`src/rtl/fcd_pkg.sv`:
```
package fcd_pkg;
  localparam int CODE_W   = 8;
  localparam int UNLOCK_W = 12;

  localparam logic [CODE_W-1:0] C_UNLK1   = 8'hAA;
  localparam logic [CODE_W-1:0] C_UNLK2   = 8'h55;
  localparam logic [CODE_W-1:0] C_IDENT   = 8'h90;
  localparam logic [CODE_W-1:0] C_PROG    = 8'hA0;
  localparam logic [CODE_W-1:0] C_ERSETUP = 8'h80;
  localparam logic [CODE_W-1:0] C_BPENTER = 8'h20;
  localparam logic [CODE_W-1:0] C_CHIP    = 8'h10;
  localparam logic [CODE_W-1:0] C_SECT    = 8'h30;
  localparam logic [CODE_W-1:0] C_RESET   = 8'hF0;
  localparam logic [CODE_W-1:0] C_QUERY   = 8'h98;
  localparam logic [CODE_W-1:0] C_SUSP    = 8'hB0;
  localparam logic [CODE_W-1:0] C_RESUME  = 8'h30;
  localparam logic [CODE_W-1:0] C_BPEXIT1 = 8'h90;
  localparam logic [CODE_W-1:0] C_BPEXIT2 = 8'h00;

  localparam logic [UNLOCK_W-1:0] A_UNLK1 = 12'hAAA;
  localparam logic [UNLOCK_W-1:0] A_UNLK2 = 12'h555;
  localparam logic [7:0]          A_QUERY = 8'h55;

  typedef enum logic [2:0] {
    MODE_READ    = 3'd0,
    MODE_AUTOSEL = 3'd1,
    MODE_CFI     = 3'd2,
    MODE_BYPASS  = 3'd3,
    MODE_ESUSP   = 3'd4
  } mode_e;

  typedef enum logic [3:0] {
    SQ_IDLE, SQ_UL1, SQ_UL2, SQ_PROG, SQ_ER1, SQ_ER2, SQ_ER3,
    SQ_BP_PROG, SQ_BP_ER, SQ_BP_EXIT
  } seq_e;

  typedef struct packed {
    logic prog;
    logic chip;
    logic sect;
    logic susp;
    logic resume;
    logic reset;
    logic autosel;
    logic cfi;
    logic bp_enter;
    logic bp_exit;
  } cmd_ev_t;
endpackage

```
`src/rtl/fcd_match.sv`:
```
module fcd_match
  import fcd_pkg::*;
#(
  parameter int UW = UNLOCK_W,
  parameter int CW = CODE_W
) (
  input  logic [UW-1:0] addr_lo,
  input  logic [CW-1:0] data_lo,
  output logic          at_first,
  output logic          at_second,
  output logic          at_query,
  output logic [CW-1:0] code
);
  // Only the low address bits take part in any address compare.
  assign at_first  = (addr_lo == UW'(A_UNLK1));
  assign at_second = (addr_lo == UW'(A_UNLK2));
  assign at_query  = (addr_lo[7:0] == A_QUERY);
  assign code      = data_lo;
endmodule

```
`src/rtl/fcd_seq.sv`:
```
module fcd_seq
  import fcd_pkg::*;
(
  input  logic              clk,
  input  logic              rst,
  input  logic              wr_valid,
  input  logic              at_first,
  input  logic              at_second,
  input  logic              at_query,
  input  logic [CODE_W-1:0] code,
  input  logic              in_bypass,
  input  logic              busy,
  input  logic              susp,
  input  logic              sector_run,
  output cmd_ev_t           ev
);
  seq_e st_q, st_d;
  logic can_susp;
  logic is_unlk1, is_unlk2;

  assign can_susp = busy && sector_run && !susp;
  assign is_unlk1 = (code == C_UNLK1) && at_first;
  assign is_unlk2 = (code == C_UNLK2) && at_second;

  always_comb begin
    st_d = st_q;
    ev   = '0;
    if (wr_valid) begin
      st_d = SQ_IDLE;
      case (st_q)
        SQ_IDLE: begin
          if (in_bypass) begin
            if (code == C_PROG)                  st_d = SQ_BP_PROG;
            else if (code == C_ERSETUP && !susp) st_d = SQ_BP_ER;
            else if (code == C_BPEXIT1)          st_d = SQ_BP_EXIT;
            else if (code == C_SUSP)             ev.susp = can_susp;
            else if (code == C_RESUME)           ev.resume = susp;
          end else begin
            if (is_unlk1)                        st_d = SQ_UL1;
            else if (code == C_RESET)            ev.reset = 1'b1;
            else if (code == C_QUERY && at_query) ev.cfi = !busy;
            else if (code == C_SUSP)             ev.susp = can_susp;
            else if (code == C_RESUME)           ev.resume = susp;
          end
        end
        SQ_UL1: if (is_unlk2) st_d = SQ_UL2;
        SQ_UL2: begin
          if (at_first) begin
            if (code == C_PROG)                     st_d = SQ_PROG;
            else if (code == C_ERSETUP && !susp)    st_d = SQ_ER1;
            else if (code == C_IDENT)               ev.autosel = !busy && !susp;
            else if (code == C_BPENTER)             ev.bp_enter = !busy && !susp;
          end
        end
        SQ_PROG:    ev.prog = 1'b1;
        SQ_ER1:     if (is_unlk1) st_d = SQ_ER2;
        SQ_ER2:     if (is_unlk2) st_d = SQ_ER3;
        SQ_ER3: begin
          if (code == C_CHIP && at_first) ev.chip = 1'b1;
          else if (code == C_SECT)        ev.sect = 1'b1;
        end
        SQ_BP_PROG: ev.prog = 1'b1;
        SQ_BP_ER: begin
          if (code == C_CHIP)      ev.chip = 1'b1;
          else if (code == C_SECT) ev.sect = 1'b1;
        end
        SQ_BP_EXIT: ev.bp_exit = (code == C_BPEXIT2);
        default:    st_d = SQ_IDLE;
      endcase
    end
  end

  always_ff @(posedge clk) begin
    if (rst) st_q <= SQ_IDLE;
    else     st_q <= st_d;
  end

  // sequencer state does not move on cycles without a write
  p_hold_idle_r12: assert property (@(posedge clk) disable iff (rst)
    !wr_valid |=> $stable(st_q));
endmodule

```
`src/rtl/fcd_mode.sv`:
```
module fcd_mode
  import fcd_pkg::*;
#(
  parameter int BANK_W = 2
) (
  input  logic              clk,
  input  logic              rst,
  input  cmd_ev_t           ev,
  input  logic [BANK_W-1:0] bank_in,
  output mode_e             mode_o,
  output logic              susp,
  output logic              sector_run,
  output logic              in_bypass,
  output logic [BANK_W-1:0] bank_o
);
  mode_e base_q;
  logic  susp_q, srun_q;
  logic [BANK_W-1:0] bank_q;

  always_ff @(posedge clk) begin
    if (rst) begin
      base_q <= MODE_READ;
      susp_q <= 1'b0;
      srun_q <= 1'b0;
      bank_q <= '0;
    end else begin
      if (ev.autosel)                 base_q <= MODE_AUTOSEL;
      else if (ev.cfi)                base_q <= MODE_CFI;
      else if (ev.bp_enter)           base_q <= MODE_BYPASS;
      else if (ev.bp_exit || ev.reset) base_q <= MODE_READ;

      if (ev.susp)        susp_q <= 1'b1;
      else if (ev.resume) susp_q <= 1'b0;

      if (ev.sect)                             srun_q <= 1'b1;
      else if (ev.chip || (ev.prog && !susp_q)) srun_q <= 1'b0;

      if (ev.autosel || ev.susp || ev.resume) bank_q <= bank_in;
    end
  end

  assign mode_o     = (base_q == MODE_READ && susp_q) ? MODE_ESUSP : base_q;
  assign susp       = susp_q;
  assign sector_run = srun_q;
  assign in_bypass  = (base_q == MODE_BYPASS);
  assign bank_o     = bank_q;

  // the sequencer only offers a resume while suspended
  p_resume_ctx_r8: assert property (@(posedge clk) disable iff (rst)
    ev.resume |-> susp_q);
  // a suspend is never offered twice without a resume between
  p_susp_once_r8: assert property (@(posedge clk) disable iff (rst)
    ev.susp |-> !susp_q);
endmodule

```
`src/rtl/fcd_strobe.sv`:
```
module fcd_strobe #(
  parameter int ADDR_W = 19,
  parameter int DATA_W = 16,
  parameter int NSTB   = 5
) (
  input  logic              clk,
  input  logic              rst,
  input  logic [NSTB-1:0]   stb_d,
  input  logic [ADDR_W-1:0] addr,
  input  logic [DATA_W-1:0] data,
  output logic [NSTB-1:0]   stb_q,
  output logic [ADDR_W-1:0] cmd_addr,
  output logic [DATA_W-1:0] cmd_data
);
  localparam int PE_W = 3; // program, chip erase, sector erase in the top bits

  always_ff @(posedge clk) begin
    if (rst) begin
      stb_q    <= '0;
      cmd_addr <= '0;
      cmd_data <= '0;
    end else begin
      stb_q <= stb_d;
      if (|stb_d) begin
        cmd_addr <= addr;
        cmd_data <= data;
      end
    end
  end

  // at most one strobe at a time
  p_onehot_r12: assert property (@(posedge clk) disable iff (rst)
    $onehot0(stb_q));
  // program/erase strobes need at least two writes, never back to back
  p_pe_gap_r3: assert property (@(posedge clk) disable iff (rst)
    (|stb_q[NSTB-1 -: PE_W]) |=> !(|stb_q[NSTB-1 -: PE_W]));
endmodule

```
`src/rtl/flash_cmd_decoder.sv`:
```
module flash_cmd_decoder
  import fcd_pkg::*;
#(
  parameter int ADDR_W = 19,
  parameter int DATA_W = 16,
  parameter int BANK_W = 2
) (
  input  logic              clk,
  input  logic              rst,
  input  logic              wr_valid,
  input  logic [ADDR_W-1:0] wr_addr,
  input  logic [DATA_W-1:0] wr_data,
  input  logic              embedded_busy,
  output logic              prog_stb,
  output logic              chip_erase_stb,
  output logic              sector_erase_stb,
  output logic              suspend_stb,
  output logic              resume_stb,
  output logic [ADDR_W-1:0] cmd_addr,
  output logic [DATA_W-1:0] cmd_data,
  output logic [2:0]        mode,
  output logic [BANK_W-1:0] bank
);
  localparam int NSTB = 5;

  logic              at_first, at_second, at_query;
  logic [CODE_W-1:0] code;
  cmd_ev_t           ev;
  mode_e             mode_w;
  logic              susp, sector_run, in_bypass;
  logic [NSTB-1:0]   stb_d, stb_q;

  fcd_match #(.UW(UNLOCK_W), .CW(CODE_W)) u_match (
    .addr_lo  (wr_addr[UNLOCK_W-1:0]),
    .data_lo  (wr_data[CODE_W-1:0]),
    .at_first (at_first),
    .at_second(at_second),
    .at_query (at_query),
    .code     (code)
  );

  fcd_seq u_seq (
    .clk       (clk),
    .rst       (rst),
    .wr_valid  (wr_valid),
    .at_first  (at_first),
    .at_second (at_second),
    .at_query  (at_query),
    .code      (code),
    .in_bypass (in_bypass),
    .busy      (embedded_busy),
    .susp      (susp),
    .sector_run(sector_run),
    .ev        (ev)
  );

  fcd_mode #(.BANK_W(BANK_W)) u_mode (
    .clk       (clk),
    .rst       (rst),
    .ev        (ev),
    .bank_in   (wr_addr[ADDR_W-1 -: BANK_W]),
    .mode_o    (mode_w),
    .susp      (susp),
    .sector_run(sector_run),
    .in_bypass (in_bypass),
    .bank_o    (bank)
  );

  assign stb_d = {ev.prog, ev.chip, ev.sect, ev.susp, ev.resume};

  fcd_strobe #(.ADDR_W(ADDR_W), .DATA_W(DATA_W), .NSTB(NSTB)) u_stb (
    .clk     (clk),
    .rst     (rst),
    .stb_d   (stb_d),
    .addr    (wr_addr),
    .data    (wr_data),
    .stb_q   (stb_q),
    .cmd_addr(cmd_addr),
    .cmd_data(cmd_data)
  );

  assign {prog_stb, chip_erase_stb, sector_erase_stb, suspend_stb, resume_stb} = stb_q;
  assign mode = mode_w;

  // no strobe without a write on the previous edge
  p_quiet_r12: assert property (@(posedge clk) disable iff (rst)
    !$past(wr_valid) |-> (stb_q == '0));
  // mode holds through idle cycles
  p_mode_hold_r12: assert property (@(posedge clk) disable iff (rst)
    !$past(wr_valid) |-> $stable(mode));
  // suspend only while an embedded operation runs
  p_susp_busy_r8: assert property (@(posedge clk) disable iff (rst)
    suspend_stb |-> $past(embedded_busy));
  // resume only out of the suspended state
  p_resume_mode_r8: assert property (@(posedge clk) disable iff (rst)
    resume_stb |-> ($past(mode) == 3'd4 || $past(susp)));
endmodule

```
`config.mk`:
```
export PLATFORM = sky130hd
export DESIGN_NAME = flash_cmd_decoder
export DESIGN_NICKNAME = d
export VERILOG_FILES = /design/src/rtl/fcd_pkg.sv /design/src/rtl/fcd_match.sv /design/src/rtl/fcd_seq.sv /design/src/rtl/fcd_mode.sv /design/src/rtl/fcd_strobe.sv /design/src/rtl/flash_cmd_decoder.sv
export SDC_FILE = /design/constraint.sdc
export NUM_CORES = 1
export LEC_CHECK = 0
export BUFFER_PORTS_ARGS = -buffer_cell sky130_fd_sc_hd__buf_2
export CAP_MARGIN = 25
export CELL_PAD_IN_SITES_DETAIL_PLACEMENT = 1
export CELL_PAD_IN_SITES_GLOBAL_PLACEMENT = 2
export CORE_MARGIN = 2
export CORE_UTILIZATION = 32
export DETAILED_ROUTE_END_ITERATION = 12
export PLACE_DENSITY = 0.95
export SYNTH_ARGS = -nofsm -noshare
export SYNTH_HDL_FRONTEND = slang
export SYNTH_SLANG_ARGS = --single-unit
```
`constraint.sdc`:
```
create_clock -name clk -period 5.93 [get_ports clk]
set_input_delay 0.8895 -clock clk [delete_from_list [all_inputs] [get_ports clk]]
set_output_delay 0.8895 -clock clk [all_outputs]
set_load 0.03 [all_outputs]
```
## Word level (Yosys, flattened, before mapping)

Cells that the tools add are included.

- Reduce and logical (&&, ||, !) cells: 26
- Muxes and demuxes: 59
- Equality and inequality tests: 24

Operators by type and width:

| cell | number |
|---|---|
| $eq 8x8->1 const B | 7 |
| $mux 1 | 34 |
| $mux 4 | 6 |
| $mux 2 | 10 |
| $pmux 4 s5 | 1 |
| $mux 3 | 6 |
| $eq 4x3->1 const B | 4 |
| $eq 8x6->1 const B | 2 |
| $eq 8x7->1 const B | 2 |
| $eq 12x11->1 const B | 1 |
| $eq 12x12->1 const B | 1 |
| $logic_and 1x1->1 | 10 |
| $mux 10 | 1 |
| $eq 4x2->1 const B | 2 |
| $eq 4x4->1 const B | 2 |
| $eq 8x5->1 const B | 1 |
| $logic_not 8->1 | 1 |
| $reduce_or 5->1 | 1 |
| $eq 4x1->1 const B | 1 |
| $logic_not 4->1 | 1 |
| $logic_or 1x1->1 | 4 |
| $pmux 2 s2 | 1 |
| $reduce_bool 2->1 | 2 |
| $reduce_bool 4->1 | 1 |
| other kinds (5) | 7 |

- Register bits after elaboration: 50
- Output and inout bits: 45
- Input port bits: 39

## Logic depth before layout (Yosys ltp)

Gate-level depths: netlist of run 1.

- Depth after elaboration: 14
- Gate-level depth with buffers: 8

## Modules after synthesis

A second synthesis of run 1 with hierarchy kept.

- Cells, all modules: 295
- Area total of the unflattened synthesis: 2820.2 µm²

By module, submodules not included:

| module | instances | seq. area each (µm²) | cells each | area each (µm²) |
|---|---|---|---|---|
| fcd_strobe | 1 | 800.8 | 163 | 1744.2 |
| fcd_seq | 1 | 80.1 | 86 | 683.2 |
| fcd_mode | 1 | 120.1 | 29 | 246.5 |
| fcd_match | 1 | 0.0 | 17 | 146.4 |

## Worst setup path before layout of run 1

OpenSTA, ideal clock, no wires.

- Path type: input -> register
- From: in wr_data[0]
- To: reg u_stb.cmd_addr[0]
- Cell stages on the path: 7
- Arrival: 2431 ps
- Data required time: 5811 ps
- Setup time: 119 ps
- Path slack: 3380 ps
- Path through: or4_4 > nor4_2 > nand2b_1 > and4_4 > buf_6 > buf_12 > mux2i_1

- Word-level cells in the longest chain between the ends: 10
- Elaborated cells between the ends (all ways): 32
- Classes of those cells: eq/ne (9); mux (18); reduce/logical (5)

Ends and longest elaborated chain:

| item | line | source |
|---|---|---|
| start: declaration | flash_cmd_decoder.sv:12 | `input logic [DATA_W-1:0] wr_data,` |
| $eq 8x6->1 | - |  |
| $mux 1 | fcd_seq.sv:37, fcd_seq.sv:43 |  |
| $mux 1 | fcd_seq.sv:36, fcd_seq.sv:42 |  |
| $mux 2 (on tied branches) | fcd_seq.sv:41, fcd_seq.sv:35 |  |
| $mux 2 (on tied branches) | fcd_seq.sv:40, fcd_seq.sv:34 |  |
| $mux 3 or $mux 2 (tied branches) | fcd_seq.sv:39, fcd_seq.sv:33 |  |
| $mux 2 | fcd_seq.sv:32 | `if (in_bypass) begin` |
| $mux 3 | fcd_seq.sv:30 | `case (st_q)` |
| $mux 10 (*) | fcd_seq.sv:28 | `if (wr_valid) begin` |
| $reduce_or 5->1 (*) | fcd_strobe.sv:24 | `if (\|stb_d) begin` |
| end signal: assignment | fcd_strobe.sv:25 | `cmd_addr <= addr;` |
| end: declaration | fcd_strobe.sv:12 | `output logic [ADDR_W-1:0] cmd_addr,` |

Mark *: on every way between the ends. The rest lies on a longest branch, timed or not.
A chain may end at the register's enable or synchronous reset.

## Final worst setup path of run 1

- From: in wr_data[0]
- To: reg u_stb.cmd_addr[4]

The elaborated chain is that of the path after synthesis.

==> results of run 1 <==
[placed cells by master, fill, tap and decap left out, types with 2 or more instances in the layout]
cell type and n:
mux2i_1 39, inv_1 7, nor4_1 4, nand4_1 2
dfxtp_1 50, a31oi_1 2, nand2b_1 76, a21oi_1 5
or2_2 2, nand3_1 7, nand2_1 11, buf_2 83
o21ai_0 7, o41ai_1 2, nand4b_1 2, nor4b_1 3
nor3b_1 2, nor3_1 6, nor2b_1 3, clkbuf_8 5
nor4bb_1 5, nor2_1 12, and4bb_2 2, or3b_2 2
or4_1 2
[where the power goes]
group / switching, W / internal (W)
Combinational: 0.0000300 / 0.0000267
Clock: 0.000106 / 0.0000811
Sequential: 0.0000000000868 / 0.000335
Total: 0.000136 / 0.000443
[metal layers]
metal / GRT usage, % / share of wire (%) / routed length [µm]
met5: 0 / 0 / 0
met3: 3.258 / 5.0 / 367
met2: 26.62 / 47 / 3496
met4: 4.343 / 0.57 / 42
met1: 22.10 / 47 / 3487
[Yosys cell counts, drive strengths merged, types with 3 or more instances]
cell type	count
nand2b	76
dfxtp	50
mux2i	39
clkbuf	15
nor2	12
nand2	11
nand3	8
inv	7
o21ai	7
buf	6
nor3	6
nor4	6
a21oi	5
nor4bb	5
nor2b	3
nor4b	3
or3b	3
or4	3
or4b	3
[sequential cells by signal, summed over array words and instances, names as in the netlist]
name	flops
u_mode.susp	1
u_stb.cmd_addr	19
u_mode.bank_o	2
u_mode.base_q	2
u_seq.st_q	4
u_stb.stb_q	5
u_stb.cmd_data	16
u_mode.sector_run	1
[path summary, 6_finish.rpt]
kind	startpoint	end	slack [ns]	cells after the start
worst min register to register	u_stb.cmd_addr[15]	u_stb.cmd_addr[15]	0.48	2
worst max register to register	u_seq.st_q[1]	u_mode.bank_o[1]	3.52	5
worst max-delay path	wr_data[0]	u_stb.cmd_addr[4]	3.34	6
worst min-delay path	u_stb.cmd_addr[15]	u_stb.cmd_addr[15]	0.48	2
[critical path: stages]
cell and delay, ns:
buf_2 0.15, or4_4 0.57, nor4_2 0.38, nand2b_1 0.13, and4_4 0.41, mux2i_1 0.19
[logic make-up after synthesis]
group | Yosys count | share of synthesized area [%]
and+or+nand+nor | 157 | 37.57
DFF | 50 | 36.61
muxes | 39 | 14.28
buffers and inverters | 28 | 6.453
AOI/OAI and AO/OA | 22 | 5.080
[layout make-up]
cell class,instances,area [µm²]
clock buffers,6,72.57
clock inverters,1,7.507
fillers,1005,5020
inverters,7,26.28
multi-input cells,218,1556
flip-flops and latches,50,1001
well taps,105,131.4
repair buffers,84,442.9
[per-stage QoR]
step                util (%)  total power [W]  instances  instance area (µm²)  hold slack [ns]
finish                 39.21        0.0005787        471                 3238           0.4770
global route           39.21        0.0006083        471                 3238           0.5009
CTS                    38.88        0.0005876        470                 3211           0.4836
detailed placement     37.91        0.0003986        463                 3131           0.4640
global placement       37.91        0.0003976        463                 3131           0.4601
floorplan                  -        0.0003735        296                 2734           0.4530
==> flow_summary.toml, run 1 <==
[clocking]
h-tree-depth = 2
worst_setup_hold_path_clk_slew_ns = 0.08
cts_post_setup_buffers_inserted = 0
cts_resized = 0
clock_tree.root_cell = "clkbuf_8"
cts_hold_repair.buffers = 0
maximum_count_of_clock_buffers_along_a_single_path = 2
cts-buffers-inserted = 5
clk-insertion-delay-late_ns = 0.30
clkSinkCount = 50
tritoncts = "done"

[yosys]
async_reset_ff_share_pct = 0
yosys_most_used_dff = "dfxtp_1"
synth.ff_latch_count = 50
area_share_of_the_largest_cell_type_after_synthesis_pct = 36.61
synth.top_cells.by_area = "dfxtp_1 37%, nand2b_1 17%, mux2i_1 14%"
synth_sequential_area_ratio_pct = 36.61
mappedNetlistNets = 335
syn_inst = 296
synth_area_um2 = 2734
ys_types = 48
synthDominantAreaCellType = "dfxtp_1"
synth_enable_flop_cells = 0
syn_avg_cell_area_um2 = 9.236
yosysWarnings = 0

[global_routing]
grt.overflow.total = 0
via_count_of_the_first_global_routing_pass = 2391
antenna_found_initial = 0
global_route.usage.total_pct = 16.34
wire_length_of_the_first_global_routing_pass_um = 11850
grt_start_max_net_pins = 87

[routing]
drt.antenna.violating_nets = 0
post_detailed_route_wirelength_per_cell_um = 15.70
routed_wl_um = 7393
initial_drc_count = 109
drt_pass_1_iters = 4
residual_drc = 0
vias_per_cell = 5.074
via_count = 2390

[timing]
timing.final.crit_share_pct = 43.75
timing.final.setup_violations = 0
fmax_ghz = 0.3854
timing_hold_violations_final = 0
final.min_clock_period_ns = 2.594
post-route-worst-setup-slack_ns = 3.336
tightestPinTransition_ns = 0.6269
slew_headroom_pct = 58.20
tns_ns = 0
final_max_slew_viol_count = 0
unrepaired_setup_endpoints_after_global_routing = "no"
timing.clock.skew_ns = 0.008102

[floorplan]
die_x_um = 96.43
io_pins = 84
initial_util_pct = 33.11
die_area_um2 = 9299
core_um2 = 8258
placement_rows = 33
die_y_um = 96.43

[layout]
antennaDiodeCount = 0
layout.nets = 405
flow.area_growth_from_synthesis_pct = 18.44
post_route_cells_drive_above_1_share_pct = 28.14

[placement]
preCtsSetupSlack_ns = 3.016
portBuffers = 83
gp_routability_congestion = 0.8803
hpwl_um = 5549

[pwr]
power_leakage_nw = 1.544
p_per_area_nw_per_um2 = 178.7
max-vdd-ir-drop_v = 0.00007443

[worst_setup_path]
worst_ep_required_time_ns = 6.09
critical_path_peak_fanout = 35
crit_arrival_ns = 2.75
path_class = "primary input to flip-flop"
critical_path.startpoint_type = "primary input"
worst_setup_path_end_kind = "flip-flop"

[run_status]
run_status = "finished, final reports clean"

[worst_hold_path]
hold_path_class = "flip-flop to flip-flop"

[job]
maxCapViolCount = 0
Note: power is estimated with default switching activity, not from simulation.
==> run 2, diff against run 1 <==
Settings changed: CORE_UTILIZATION 32 to 27, PLACE_DENSITY 0.95 to 0.87.
Clock period 5.93 ns to 2.3 ns, I/O delays scaled along.
==> run 2 against run 1 <==
  * Global-route usage shrank 1.8 points
  * Flip-flop and latch count unchanged
  * Non-clock buffer count is 13 higher
  * First-iteration DRC count down 19%
  * Clock-buffer cell count shrank 1
  * Largest cell class unchanged
  * Critical path depth unchanged
==> flow_summary.toml, run 2 (synthesis gave the netlist of run 1 again) <==
[timing]
tns_ns = 0
fmax_ghz = 0.4528
timing.final.crit_share_pct = 96.01
final.min_clock_period_ns = 2.208
final_max_slew_viol_count = 0
tightestPinTransition_ns = 0.5849
slew_headroom_pct = 61.01
unrepaired_setup_endpoints_after_global_routing = "yes"
timing_hold_violations_final = 0
timing.final.setup_violations = 0
holdWs_ns = 0.2803
timing.clock.skew_ns = 0.01083

[routing]
initial_drc_count = 88
vias_per_cell = 4.729
residual_drc = 0
drt_pass_1_iters = 4
drt.antenna.violating_nets = 0
via_count = 2421
routed_wl_um = 7793
post_detailed_route_wirelength_per_cell_um = 15.22

[clocking]
clk-insertion-delay-late_ns = 0.31
maximum_count_of_clock_buffers_along_a_single_path = 2
cts-buffers-inserted = 5
clock_tree.root_cell = "clkbuf_8"
tritoncts = "done"
cts_hold_repair.buffers = 0
cts_post_setup_buffers_inserted = 0
h-tree-depth = 2
worst_setup_hold_path_clk_slew_ns = 0.10
clkSinkCount = 50
cts_resized = 0

[worst_setup_path]
worst_ep_required_time_ns = 2.49
crit_arrival_ns = 2.40
critical_path.startpoint_type = "flip-flop"
path_class = "flip-flop to flip-flop"
worst_setup_path_end_kind = "flip-flop"
critical_path_peak_fanout = 35

[layout]
layout.nets = 418
layout_top_registers = "u_stb.cmd_addr x19, u_stb.cmd_data x16, u_stb.stb_q x5"
multi_input_comb_area_um2 = 1574
layout_common_cells = "83 x buf_2, 76 x nand2b_1, 50 x dfxtp_1, 39 x mux2i_1, 13 x buf_4"
fin_cells = 512
layout_commonest_cell = "buf_2"
filler_cell_count = 1206
flow.area_growth_from_synthesis_pct = 23.75
area_taken_by_flip_flops_and_latches_um2 = 1001
largest_register_ffs = 19
largest_register = "u_stb.cmd_addr"
final_area_um2 = 3383
post_route_cells_drive_above_1_share_pct = 31.66
antennaDiodeCount = 0

[floorplan]
die_area_um2 = 10950
initial_util_pct = 27.84
die_x_um = 104.6
placement_rows = 36
io_pins = 84
die_y_um = 104.6
core_um2 = 9819

[pwr]
power.share.combinational_pct = 9.7
power_leakage_nw = 1.615
power.internal_w = 0.001146
p_seq_share_pct = 55.9
switching_power_w = 0.0004011
switching_share_pct = 25.93
max-vdd-ir-drop_v = 0.0002175
power_frac_clock_pct = 34.4
p_per_area_nw_per_um2 = 457.2
power_w = 0.001547

[placement]
hpwl_um = 5846
number_of_placed_instances_with_taps_included = 505
dpl_cell_area_um2 = 3283
portBuffers = 83
gp_routability_congestion = 0.8754

[global_routing]
grt_start_max_net_pins = 40
via_count_of_the_first_global_routing_pass = 2477
global_route.usage.total_pct = 14.51
wire_length_of_the_first_global_routing_pass_um = 12810
antenna_found_initial = 0
grt.overflow.total = 0

[worst_hold_path]
hold_path_class = "primary input to flip-flop"

[run_status]
run_status = "finished, final reports clean"

[job]
maxCapViolCount = 0
==> run 2: cell count changes in the layout (fill, tap and decap cells not counted), sizes merged <==
cell | previous run | this run
buf | 84 | 97
inv | 7 | 8
clkinv | 0 | 1
clkinvlp | 1 | 0
clkbuf | 6 | 5
==> run 2: layout make-up <==
class	count	area share, %
well taps	133	4.919
clock inverters	2	0.4068
inverters	7	0.7766
repair buffers	97	15.75
flip-flops and latches	50	29.59
clock buffers	5	2.034
multi-input cells	218	46.52
==> run 2: worst max-delay path, cell delays in order, from the launching register on <==
cell     delay, ns
dfxtp_1       0.47
or3b_1        0.42
o21ai_0       0.12
or4b_4        0.51
and4_4        0.21
buf_12        0.19
mux2i_1       0.15
==> run 2: power groups by stage <==
| stage | clock network (W) | registers, W | logic, W |
|---|---|---|---|
| 4_1_cts | 0.000554 | 0.000865 | 0.000150 |
| 3_3_place_gp | 0 | 0.000885 | 0.000147 |
| 6_report | 0.000532 | 0.000865 | 0.000150 |
| 2_1_floorplan | 0 | 0.000885 | 0.0000777 |
| 3_5_place_dp | 0 | 0.000885 | 0.000150 |
| 5_1_grt | 0.000586 | 0.000865 | 0.000164 |
==> run 2: worst paths after layout <==
path	from	cells after the start	slack, ns	end
worst max-delay path	u_seq.st_q[3]	6	0.09	u_stb.cmd_data[1]
worst min-delay path	wr_addr[13]	3	0.28	u_stb.cmd_addr[13]
worst max register to register	u_seq.st_q[3]	6	0.09	u_stb.cmd_data[1]
worst min register to register	u_stb.cmd_addr[12]	2	0.48	u_stb.cmd_addr[12]
==> run 2: stage by stage <==
stage	utilization [%]	setup slack (ns)
6_report	34.45	0.09170
5_1_grt	34.45	-0.008108
4_1_cts	34.28	0.03833
3_5_place_dp	33.44	0.06630
3_3_place_gp	33.44	0.09621
2_1_floorplan	-	0.2574
==> run 2: layer usage <==
layer	vias to the layer above	global-route usage, %	part of all wire, %
met5	-	0	0
met4	0	4.000	0.92
met3	5	2.433	6.0
met2	73	23.39	46
met1	1154	20.03	47
li1	1189	-	-
